===== config.mk =====
export PLATFORM = sky130hd
export DESIGN_NAME = sector_ref_select
export DESIGN_NICKNAME = d
export VERILOG_FILES = /design/src/rtl/sector_ref_pkg.sv /design/src/rtl/sector_region_detect.sv /design/src/rtl/sector_ref_mux.sv /design/src/rtl/sector_level_split.sv /design/src/rtl/sector_ref_select.sv
export SDC_FILE = /design/constraint.sdc
export NUM_CORES = 1
export LEC_CHECK = 0
export BUFFER_PORTS_ARGS = -buffer_cell sky130_fd_sc_hd__buf_4
export CAP_MARGIN = 20
export CORE_MARGIN = 5
export CORE_UTILIZATION = 55
export CTS_BUF_LIST = sky130_fd_sc_hd__clkbuf_4 sky130_fd_sc_hd__clkbuf_8 sky130_fd_sc_hd__clkbuf_16
export CTS_CLUSTER_DIAMETER = 60
export CTS_CLUSTER_SIZE = 12
export DETAILED_ROUTE_END_ITERATION = 10
export PLACE_DENSITY = 0.79
export SLEW_MARGIN = 10
export SYNTH_ARGS = -nofsm -noshare
export SYNTH_HDL_FRONTEND = slang
export SYNTH_SLANG_ARGS = --single-unit

===== constraint.sdc =====
create_clock -name clk -period 6.85 [get_ports clk]
set_input_delay 0.685 -clock clk [delete_from_list [all_inputs] [get_ports clk]]
set_output_delay 0.685 -clock clk [all_outputs]
set_load 0.05 [all_outputs]

===== src/rtl/sector_ref_pkg.sv =====
package sector_ref_pkg;

    typedef enum logic [2:0] {
        REG_I   = 3'd1,
        REG_II  = 3'd2,
        REG_III = 3'd3,
        REG_IV  = 3'd4,
        REG_V   = 3'd5,
        REG_VI  = 3'd6
    } region_e;

    localparam region_e REGION_RESET = REG_I;
    localparam int      NUM_REFS     = 3;
    localparam int      IDX_P        = 0;
    localparam int      IDX_N        = 1;
    localparam int      IDX_X        = 2;

    // pos = {A>0, B>0, C>0}; a uniform pattern keeps the previous region
    function automatic region_e next_region(input logic [2:0] pos, input region_e prev);
        region_e r;
        case (pos)
            3'b101:  r = REG_I;
            3'b100:  r = REG_II;
            3'b110:  r = REG_III;
            3'b010:  r = REG_IV;
            3'b011:  r = REG_V;
            3'b001:  r = REG_VI;
            default: r = prev;
        endcase
        return r;
    endfunction

endpackage


===== src/rtl/sector_region_detect.sv =====
module sector_region_detect
    import sector_ref_pkg::*;
#(
    parameter int DATA_W = 16
) (
    input  logic signed [DATA_W-1:0] va,
    input  logic signed [DATA_W-1:0] vb,
    input  logic signed [DATA_W-1:0] vc,
    input  region_e                  prev_region,
    output region_e                  new_region,
    output logic                     uniform
);
    logic [2:0] pos;

    always_comb begin
        pos        = {va > 0, vb > 0, vc > 0};
        uniform    = (pos == 3'b000) || (pos == 3'b111);
        new_region = next_region(pos, prev_region);
    end
endmodule


===== src/rtl/sector_ref_mux.sv =====
module sector_ref_mux
    import sector_ref_pkg::*;
#(
    parameter  int DATA_W = 16,
    localparam int LINE_W = DATA_W + 1
) (
    input  logic signed [DATA_W-1:0] va,
    input  logic signed [DATA_W-1:0] vb,
    input  logic signed [DATA_W-1:0] vc,
    input  region_e                  region,
    output logic signed [LINE_W-1:0] sel_p,
    output logic signed [LINE_W-1:0] sel_n,
    output logic signed [LINE_W-1:0] sel_x
);
    logic signed [LINE_W-1:0] ea, eb, ec;
    logic signed [LINE_W-1:0] vab, vbc, vca;

    always_comb begin
        ea  = $signed({va[DATA_W-1], va});
        eb  = $signed({vb[DATA_W-1], vb});
        ec  = $signed({vc[DATA_W-1], vc});
        vab = ea - eb;
        vbc = eb - ec;
        vca = ec - ea;
    end

    // main legs take line voltages, the fourth leg a phase voltage
    always_comb begin
        case (region)
            REG_I:   begin sel_p = vab; sel_n = -vbc; sel_x = -eb; end
            REG_II:  begin sel_p = vab; sel_n = -vca; sel_x = ea;  end
            REG_III: begin sel_p = vbc; sel_n = -vca; sel_x = -ec; end
            REG_IV:  begin sel_p = vbc; sel_n = -vab; sel_x = eb;  end
            REG_V:   begin sel_p = vca; sel_n = -vab; sel_x = -ea; end
            REG_VI:  begin sel_p = vca; sel_n = -vbc; sel_x = ec;  end
            default: begin sel_p = '0;  sel_n = '0;   sel_x = '0;  end
        endcase
    end
endmodule


===== src/rtl/sector_level_split.sv =====
module sector_level_split #(
    parameter int DATA_W = 16,
    parameter int IN_W   = DATA_W + 1,
    parameter int OUT_W  = DATA_W + 2
) (
    input  logic signed [IN_W-1:0]   sel,
    input  logic signed [DATA_W-1:0] half_bus,
    output logic                     above,
    output logic signed [OUT_W-1:0]  level
);
    logic signed [OUT_W-1:0] xs, xe;

    always_comb begin
        xs    = $signed({{(OUT_W-IN_W){sel[IN_W-1]}}, sel});
        xe    = $signed({{(OUT_W-DATA_W){half_bus[DATA_W-1]}}, half_bus});
        above = (xs >= xe);
        level = above ? (xs - xe) : xs;
    end
endmodule


===== src/rtl/sector_ref_select.sv =====
module sector_ref_select
    import sector_ref_pkg::*;
#(
    parameter  int DATA_W = 16,
    localparam int LINE_W = DATA_W + 1,
    localparam int REF_W  = DATA_W + 2
) (
    input  logic                     clk,
    input  logic                     rst,
    input  logic                     in_valid,
    input  logic signed [DATA_W-1:0] va,
    input  logic signed [DATA_W-1:0] vb,
    input  logic signed [DATA_W-1:0] vc,
    input  logic signed [DATA_W-1:0] half_bus,
    output logic                     out_valid,
    output logic [2:0]               region,
    output logic signed [REF_W-1:0]  ref_p,
    output logic signed [REF_W-1:0]  ref_n,
    output logic signed [REF_W-1:0]  ref_x,
    output logic                     flag_p,
    output logic                     flag_n,
    output logic                     flag_x
);
    region_e                  region_q, region_d;
    logic                     uniform;
    logic signed [LINE_W-1:0] sel   [NUM_REFS];
    logic signed [REF_W-1:0]  lvl_d [NUM_REFS];
    logic signed [REF_W-1:0]  lvl_q [NUM_REFS];
    logic [NUM_REFS-1:0]      flg_d, flg_q;
    logic                     valid_q;

    sector_region_detect #(.DATA_W(DATA_W)) u_detect (
        .va(va), .vb(vb), .vc(vc),
        .prev_region(region_q),
        .new_region(region_d),
        .uniform(uniform)
    );

    sector_ref_mux #(.DATA_W(DATA_W)) u_mux (
        .va(va), .vb(vb), .vc(vc),
        .region(region_d),
        .sel_p(sel[IDX_P]),
        .sel_n(sel[IDX_N]),
        .sel_x(sel[IDX_X])
    );

    for (genvar g = 0; g < NUM_REFS; g++) begin : g_split
        sector_level_split #(.DATA_W(DATA_W), .IN_W(LINE_W), .OUT_W(REF_W)) u_split (
            .sel(sel[g]),
            .half_bus(half_bus),
            .above(flg_d[g]),
            .level(lvl_d[g])
        );
    end

    always_ff @(posedge clk) begin
        if (rst) begin
            valid_q  <= 1'b0;
            region_q <= REGION_RESET;
            flg_q    <= '0;
            for (int i = 0; i < NUM_REFS; i++) lvl_q[i] <= '0;
        end else begin
            valid_q <= in_valid;
            if (in_valid) begin
                region_q <= region_d;
                flg_q    <= flg_d;
                for (int i = 0; i < NUM_REFS; i++) lvl_q[i] <= lvl_d[i];
            end
        end
    end

    assign out_valid = valid_q;
    assign region    = region_q;
    assign ref_p     = lvl_q[IDX_P];
    assign ref_n     = lvl_q[IDX_N];
    assign ref_x     = lvl_q[IDX_X];
    assign flag_p    = flg_q[IDX_P];
    assign flag_n    = flg_q[IDX_N];
    assign flag_x    = flg_q[IDX_X];


    a_r2_strobe_follows: assert property (@(posedge clk) disable iff (rst)
        in_valid |=> out_valid);
    a_r2_strobe_drops: assert property (@(posedge clk) disable iff (rst)
        !in_valid |=> !out_valid);

    a_r8_quiet_hold: assert property (@(posedge clk) disable iff (rst)
        !in_valid |=> $stable(region_q) && $stable(flg_q) && $stable(ref_p)
                      && $stable(ref_n) && $stable(ref_x));

    a_r9_region_legal: assert property (@(posedge clk) disable iff (rst)
        (region >= 3'd1) && (region <= 3'd6));

    a_r4_uniform_keeps: assert property (@(posedge clk) disable iff (rst)
        in_valid && uniform |=> region_q == $past(region_q));

    for (genvar g = 0; g < NUM_REFS; g++) begin : g_chk

        a_r6_above_nonneg: assert property (@(posedge clk) disable iff (rst)
            out_valid && flg_q[g] |-> lvl_q[g] >= 0);

        a_r7_below_under_e: assert property (@(posedge clk) disable iff (rst)
            out_valid && !flg_q[g] |-> lvl_q[g] < $signed($past(half_bus)));
    end
endmodule


-- Yosys cells after proc, flatten, opt, wreduce, memory -nomap -nowiden
Memories as Yosys holds them, arrays and structs flattened.
Index checks and enable logic that the tools add are counted.
- add/sub/neg operators: 12
- order comparisons: 6
- equality and inequality tests: 12
- multiplexer cells: 15
- bitwise logic cells: 3
- reduce and logical (&&, ||, !) cells: 6
- operators with widths (kind ; number):
    18-bit two-way mux ; 6
    17-bit case mux with 3 select lines ; 2
    17-bit case mux with 6 select lines ; 1
    17-bit by 16-bit subtractor with 18-bit output ; 3
    17-bit by 16-bit >= comparator with 1-bit output ; 3
    16-bit negation with 17-bit output ; 3
    17-bit negation ; 3
    16-bit by 16-bit subtractor with 17-bit output ; 3
    16-bit by 1-bit greater-than comparator with 1-bit output (second input constant) ; 3
    3-bit equality test (second input constant) ; 6
    3-bit case mux with 6 select lines ; 1
    3-bit by 2-bit equality test with 1-bit output (second input constant) ; 4
    2-bit OR reduction ; 6
    3-bit by 1-bit equality test with 1-bit output (second input constant) ; 2
    1-bit two-way mux ; 5
    1-bit bitwise OR ; 3
- register bits: 7
- memory bits (writable): 54
- bits of input ports: 67
- word-level logic and storage cells: 58
- memories kept: 1
- memories (memory ; words ; width ; rd ports ; clocked after Yosys merged registers in ; write ports ; line ; RTL):
    lvl_q ; 3 ; 18 ; 3 ; 0 ; 3 ; sector_ref_select.sv:28 ; logic signed [REF_W-1:0] lvl_q [NUM_REFS];

-- Longest topological paths before layout
Gate-level depths: netlist of run 1.
- depth after elaboration: 9
- depth in mapped cells: 33
- gate-level depth less buffers: 31

-- By module
A second synthesis of run 1 with hierarchy kept.
- cells, all modules: 1521
- area total of the unflattened synthesis: 12069.1 sq um
- by module, submodules not included (module ; times used ; cells an instance ; area each (sq um) ; seq. area each (sq um)):
    sector_ref_mux ; 1 ; 876 ; 5768.0 ; 0.0
    sector_level_split at g_split[0].u_split ... ; 2 ; 150 ; 1212.4 ; 0.0
    sector_ref_select ; 1 ; 136 ; 2282.2 ; 1761.7
    sector_level_split at g_split[1].u_split ; 1 ; 178 ; 1311.3 ; 0.0
    sector_region_detect ; 1 ; 31 ; 282.8 ; 0.0

-- Worst setup path before layout of run 1
No wires, ideal clock.
- path kind: in2reg
- start point: input port vb[1]
- end point: memory lvl_q[0][12] in the netlist's numbering (data pin)
- library setup time: 0.266 ns
- arrival: 6.521 ns
- slack: 0.063 ns
- stages: 29
- path buffers: 3
- path through: inv_1 > ha_1 > inv_1 > nor3_1 > nand2_1 > nor2_1 > nand3_1 > or3_1 > ha_1 > nor2_1 > nor2_1 > o21ai_0 > clkbuf_1 > nor2_1 > nor2_1 > clkbuf_1 > o22ai_1 > fa_1 > a21o_1 > a21oi_1 > o21bai_1 > a2111oi_0 > o31ai_1 > a221o_1 > a31oi_1 > o21ai_1 > clkbuf_1 > mux2i_1 > nor2_1
- RTL lines (item ; line ; RTL):
    start: declaration ; sector_ref_select.sv:12 ; input logic signed [DATA_W-1:0] vb,
    end: declaration ; sector_ref_select.sv:28 ;

==> results of run 1 <==
worst max-delay path by stage:
stage	start	end	slack, ns	depth (start not counted)
floorplan	vb[1]	lvl_q[0][12]	0.06	29
global placement	vb[1]	lvl_q[0][13]	-0.03	31
detailed placement	vb[0]	lvl_q[0][34]	-0.23	32
CTS	vb[0]	lvl_q[0][34]	0.09	32
global route	va[0]	lvl_q[0][9]	0.04	27
finish	va[0]	lvl_q[0][17]	0.30	28
where the power goes:
| part | switching, W | total, W | internal, W | leakage, nW |
|---|---|---|---|---|
| registers | 0.0000206 | 0.000502 | 0.000482 | 0.653 |
| logic | 0.00126 | 0.00203 | 0.000770 | 4.89 |
| clock network | 0.000166 | 0.000407 | 0.000241 | 0.127 |
cells by family after synthesis:
group           after synthesis  synth area share [%]
compound gates              431                  27.6
simple gates                479                  22.8
xor+xnor                    132                  11.0
fa+ha+maj                   114                  13.9
buf+inv                     151                  5.51
mux                          28                  2.64
flops                        61                  16.6
routing by layer:
metal | GRT usage [%] | share of wire, %
met1 | 43.9 | 40
met2 | 59.5 | 46
met5 | 0 | 0
met3 | 5.35 | 9.1
met4 | 14.6 | 5.0
repair_timing:
| action | CTS | global route |
|---|---|---|
| setup endpoints to repair | 0 | 57 |
| buffers inserted | 0 | 6 |
| resized for setup | 0 | 26 |
sequential cells by signal (all words and copies together), names as in the netlist:
| signal | flops |
|---|---|
| flg_q | 3 |
| region | 3 |
| lvl_q | 54 |
| out_valid | 1 |
worst min-delay path, stage by stage (launching register included):
cell and delay (ns):
dfxtp_1 0.33, mux2i_1 0.07, nor2_1 0.07
cells in the final DEF (no fill, tap or decap), types with 36 or more instances in the layout:
cell and count:
buf_4 214, a21oi_1 105, nor2_1 144, edfxtp_1 54, nand2_1 94, xor2_1 37
nor3_1 52, a21o_1 36, nand3_1 36, inv_1 97, xnor2_1 94, ha_1 106
o21ai_0 65
layout make-up:
type | instances | area, um^2 | area share (%)
flip-flops and latches | 61 | 1760 | 13.8
multi-input cells | 1184 | 8380 | 65.6
inverters | 99 | 372 | 2.91
clock buffers | 9 | 225 | 1.76
well taps | 260 | 325 | 2.55
clock inverters | 7 | 42.5 | 0.333
repair buffers | 217 | 1670 | 13.0
stage by stage:
| stage | power, W | std cells | setup TNS [ns] | setup slack, ns |
|---|---|---|---|---|
| after floorplan | 0.00186 | 1396 | 0 | 0.0631 |
| after global placement | 0.00242 | 1814 | -0.406 | -0.0335 |
| after detailed placement | 0.00245 | 1814 | -4.35 | -0.231 |
| after CTS | 0.00286 | 1830 | 0 | 0.0853 |
| after global routing | 0.00310 | 1837 | 0 | 0.0388 |
| final | 0.00294 | 1837 | 0 | 0.305 |
==> out/metrics.csv, run 1 <==
metric,value,unit
status,"finished, final reports clean",
Worst Path Arrival,6.70,ns
DRT Pass-1 Iters,5,
setup violators final,0,
"Slew Viols, Final",0,
initial core utilization,56.3,%
post-route ant nets,0,
RR Endpoint,lvl_q[0][17],
startpoint types,input port,
HP Start,flg_q[1],
height of the die,149,um
synthesized cell area,10600,um^2
CTS clock-pin slew for the worst setup and hold paths,0.06,ns
kind of cell adding the most delay to the critical path,compound AO/OA/AOI/OAI gates,
Synth top area share,15.3,%
CTS max path bufs,2,
CTS sink count,61,
Die X,149,um
crit-path max FO,9,
routed wire length,40100,um
CP Buf/Inv Count,5,
Fin. Hold Viols,0,
Reg2Reg Launch Point,region[1],
Hold WS,0.502,ns
post-DR vias/cell,6.43,
number of port buffers,127,
Post-DP HPWL,32800,um
Period minus WS final,6.55,ns
number of enable flip-flop cells after synthesis,54,
final period utilization,95.6,%
vias in the first global route,11190,
final core occ,67.9,%
TritonCTS Buffers,9,
crit-path most repeated cell,buf_4,
area delta synth->final,20.5,%
crit path kind,input port to flip-flop,
Post-CTS Hold Fix Bufs,0,
layout net count,1753,
FMAX,0.153,GHz
DP Area,12300,um^2
Avg Synthesized Cell Area,7.60,um^2
CP max-delay cell,a221o_1,
sequential share of the synthesized area,16.6,%
Worst R2R Setup Slack,2.11,ns
"Largest stage delay, worst path",0.40,ns
clk_lat worst skew,0.34,ns
layout cells sized above 1,19.0,%
register bit count reported by yosys,61,
antenna diode count,0,
Worst slew margin,39.9,%
Yosys Warn Count,0,
PwrDens,230,nW/um^2
largest net degree at the start of global routing,56,
Worst Max-Slew Pin Slew,0.895,ns
CTS tree,yes,
first-pass GRT wire length,61100,um
Max Cap Violations,0,
grt ovf,0,
gate count of the mapped netlist,1396,
Vias,11815,
FF-to-FF path depth,20,
Tightest Hold Check Type,flip-flop to flip-flop,
Worst setup EP type,flip-flop,
number of DRC markers in iteration 0,1133,
top-count cell post-synth,nor2_1,
# fillers,1646,
Async SR Flop Fraction,0,%
"Top FF cell, synth",edfxtp_1,
Cell variety after synth,95,
RSZ-0062 raised after global routing,false,
drt wl/cell,21.8,um
Post-synth top cells,"nor2_1, a21oi_1, ha_1",
Post-Syn Nets,1577,
DRC,0,
antenna violations before repair,0,
Hold Path Depth,2,
hold endpoint,flg_q[1],
CP required,7.00,ns
DIE AREA,22200,um^2
final instance area,12800,um^2
core box area,18800,um^2
Root Buffer,clkbuf_16,
largest cells by area after synthesis,"edfxtp_1, ha_1, xnor2_1, a21oi_1, nor2_1",
Ports,128,
largest area contributor in the netlist,edfxtp_1,
gr usage total,34.8,%
Final Wtd Congestion,1.01,
Leak,5.67,nW
# rows,50,
htree depth,3,
clock skew,0.0107,ns
peak supply drop,135,uV
(Power assumes the default switching activity.)
==> run 2: changes to the inputs <==
--- a/config.mk
+++ b/config.mk
@@ -13,6 +13,7 @@
 export CTS_CLUSTER_DIAMETER = 60
 export CTS_CLUSTER_SIZE = 12
 export DETAILED_ROUTE_END_ITERATION = 10
+export MAX_ROUTING_LAYER = met4
 export PLACE_DENSITY = 0.79
 export SLEW_MARGIN = 10
 export SYNTH_ARGS = -nofsm -noshare
==> run 2 against run 1 <==
  * Via count grew 0.18%
  * Sequential share of layout area about the same
  * Sequential cell count did not move
  * Die area unchanged
  * Clock power is 18% higher
  * Worst hold slack lost 0.0061 ns
  * Final cell count down 0.54%
  * Combinational power barely moved
  * First-iteration DRC count increased by 4.2%
  * Register-to-register slack improved by 0.02 ns
  * Utilization decreased by 0.23 points
  * Critical path type unchanged
==> out/metrics.csv, run 2 (synthesis results as in run 1) <==
metric,value,unit
Reg2Reg Launch Point,region[1],
RR Endpoint,lvl_q[0][34],
Tightest Hold Check Type,flip-flop to flip-flop,
"commonest non-fill, non-tap cell in the layout",buf_4,
CTS max path bufs,2,
post-route ant nets,0,
final period utilization,96.1,%
antenna diode count,0,
Setup TNS Final,0,ns
clk_lat worst skew,0.34,ns
DRT Pass-1 Iters,6,
DP Area,12300,um^2
Worst Max-Slew Pin Slew,0.910,ns
DIE AREA,22200,um^2
# fillers,1614,
Hold Path Depth,2,
layout net count,1743,
Ports,128,
Final Wtd Congestion,1.04,
peak supply drop,118,uV
Worst setup EP type,flip-flop,
CTS clock-pin slew for the worst setup and hold paths,0.05,ns
routed wire length,40100,um
TritonCTS Buffers,9,
DRC,0,
htree depth,3,
# rows,50,
CTS sink count,61,
CTS tree,yes,
status,"finished, final reports clean",
HP Start,flg_q[0],
clock skew,0.00948,ns
number of port buffers,127,
startpoint types,input port,
number of DRC markers in iteration 0,1181,
Top reg by flops,lvl_q,
grt ovf,0,
PwrDens,235,nW/um^2
CP required,7.01,ns
vias in the first global route,11256,
"commonest non-fill, non-tap cells in the layout","buf_4, nor2_1, ha_1",
max reg flops,54,
largest net degree at the start of global routing,56,
first-pass GRT wire length,61100,um
post-DR vias/cell,6.48,
drt wl/cell,22.0,um
crit path kind,input port to flip-flop,
Worst Path Arrival,6.75,ns
Fin. Hold Viols,0,
initial core utilization,56.3,%
Max Cap Violations,0,
Leak,5.64,nW
Die X,149,um
Period minus WS final,6.58,ns
core box area,18800,um^2
Vias,11836,
setup violators final,0,
largest registers,"lvl_q x54, flg_q x3, region x3",
FMAX,0.152,GHz
"Slew Viols, Final",0,
Post-DP HPWL,32900,um
Worst slew margin,38.7,%
crit-path max FO,8,
Root Buffer,clkbuf_16,
gr usage total,36.1,%
area delta synth->final,20.1,%
height of the die,149,um
Worst R2R Setup Slack,2.13,ns
final instance area,12700,um^2
Post-CTS Hold Fix Bufs,0,
antenna violations before repair,0,
layout cells sized above 1,17.9,%
hold endpoint,flg_q[0],
FF-to-FF path depth,18,
[run 2: cell count changes in the layout (fill, tap and decap cells not counted), moves of 2 or more]
cell and change:
o21ai_2 -3, buf_4 -11, nand2_2 -2, o21ai_1 +3, clkbuf_16 +3, nand2_1 +2, clkinv_2 -4
[run 2: repair_timing]
action                     CTS  global route
buffers inserted             0             5
setup endpoints to repair    0            56
resized for setup            0            16
[run 2: cell type report]
| class | instances | area, um^2 | area share, % |
|---|---|---|---|
| clock buffers | 13 | 308 | 2.42 |
| inverters | 99 | 372 | 2.92 |
| multi-input cells | 1184 | 8340 | 65.5 |
| flip-flops and latches | 61 | 1760 | 13.8 |
| clock inverters | 3 | 22.5 | 0.177 |
| well taps | 260 | 325 | 2.55 |
| repair buffers | 207 | 1600 | 12.6 |
[run 2: power breakdown]
part | total (W) | switching [W] | internal [W]
Clock | 0.000479 | 0.000164 | 0.000315
Sequential | 0.000503 | 0.0000211 | 0.000482
Combinational | 0.00201 | 0.00125 | 0.000756
Total | 0.00299 | 0.00143 | 0.00155
[run 2: worst max path at each step]
stage	from	slack, ns	end
2_1_floorplan	vb[1]	0.06	lvl_q[0][12]
3_3_place_gp	vb[1]	0.01	lvl_q[0][1]
3_5_place_dp	vb[1]	-0.06	lvl_q[0][34]
4_1_cts	vb[1]	0.25	lvl_q[0][46]
5_1_grt	vb[1]	-0.08	lvl_q[0][3]
6_report	vc[3]	0.27	lvl_q[0][34]
[run 2: critical path, cell delays in order]
cell and delay (ns):
buf_4 0.13, nor3_1 0.23, nand3_1 0.18, or3_1 0.35, or4_1 0.43, ha_2 0.27, xor2_1 0.18, o21ai_0 0.22
o21ai_1 0.17, nand2_1 0.12, nor2_1 0.10, or2_2 0.33, a222oi_1 0.43, inv_1 0.17, fa_1 0.46, a21o_1 0.18
a21o_1 0.21, a21o_1 0.18, a21o_1 0.20, a21oi_2 0.17, o21ai_1 0.10, o21a_1 0.22, o32ai_2 0.30, buf_4 0.20
and2_2 0.20, a21boi_2 0.17, o21bai_1 0.14
[run 2: metrics by stage]
| stage | std cells | power, W | utilization, % | setup WS, ns | hold slack (ns) |
|---|---|---|---|---|---|
| after global routing | 1827 | 0.00315 | 67.6 | -0.0795 | 0.524 |
| after global placement | 1805 | 0.00241 | 65.3 | 0.0116 | 0.484 |
| after CTS | 1821 | 0.00293 | 67.0 | 0.247 | 0.503 |
| after floorplan | 1396 | 0.00186 | - | 0.0631 | 0.692 |
| final | 1827 | 0.00299 | 67.6 | 0.266 | 0.496 |
| after detailed placement | 1805 | 0.00244 | 65.3 | -0.0639 | 0.486 |
[run 2: metal layers]
metal / track usage (%) / vias up / part of all wire, %
li1: - / 5510 / -
met1: 43.7 / 5549 / 40
met2: 60.0 / 649 / 47
met3: 5.47 / 128 / 8.8
met4: 15.9 / 0 / 5.0
met5: - / - / 0
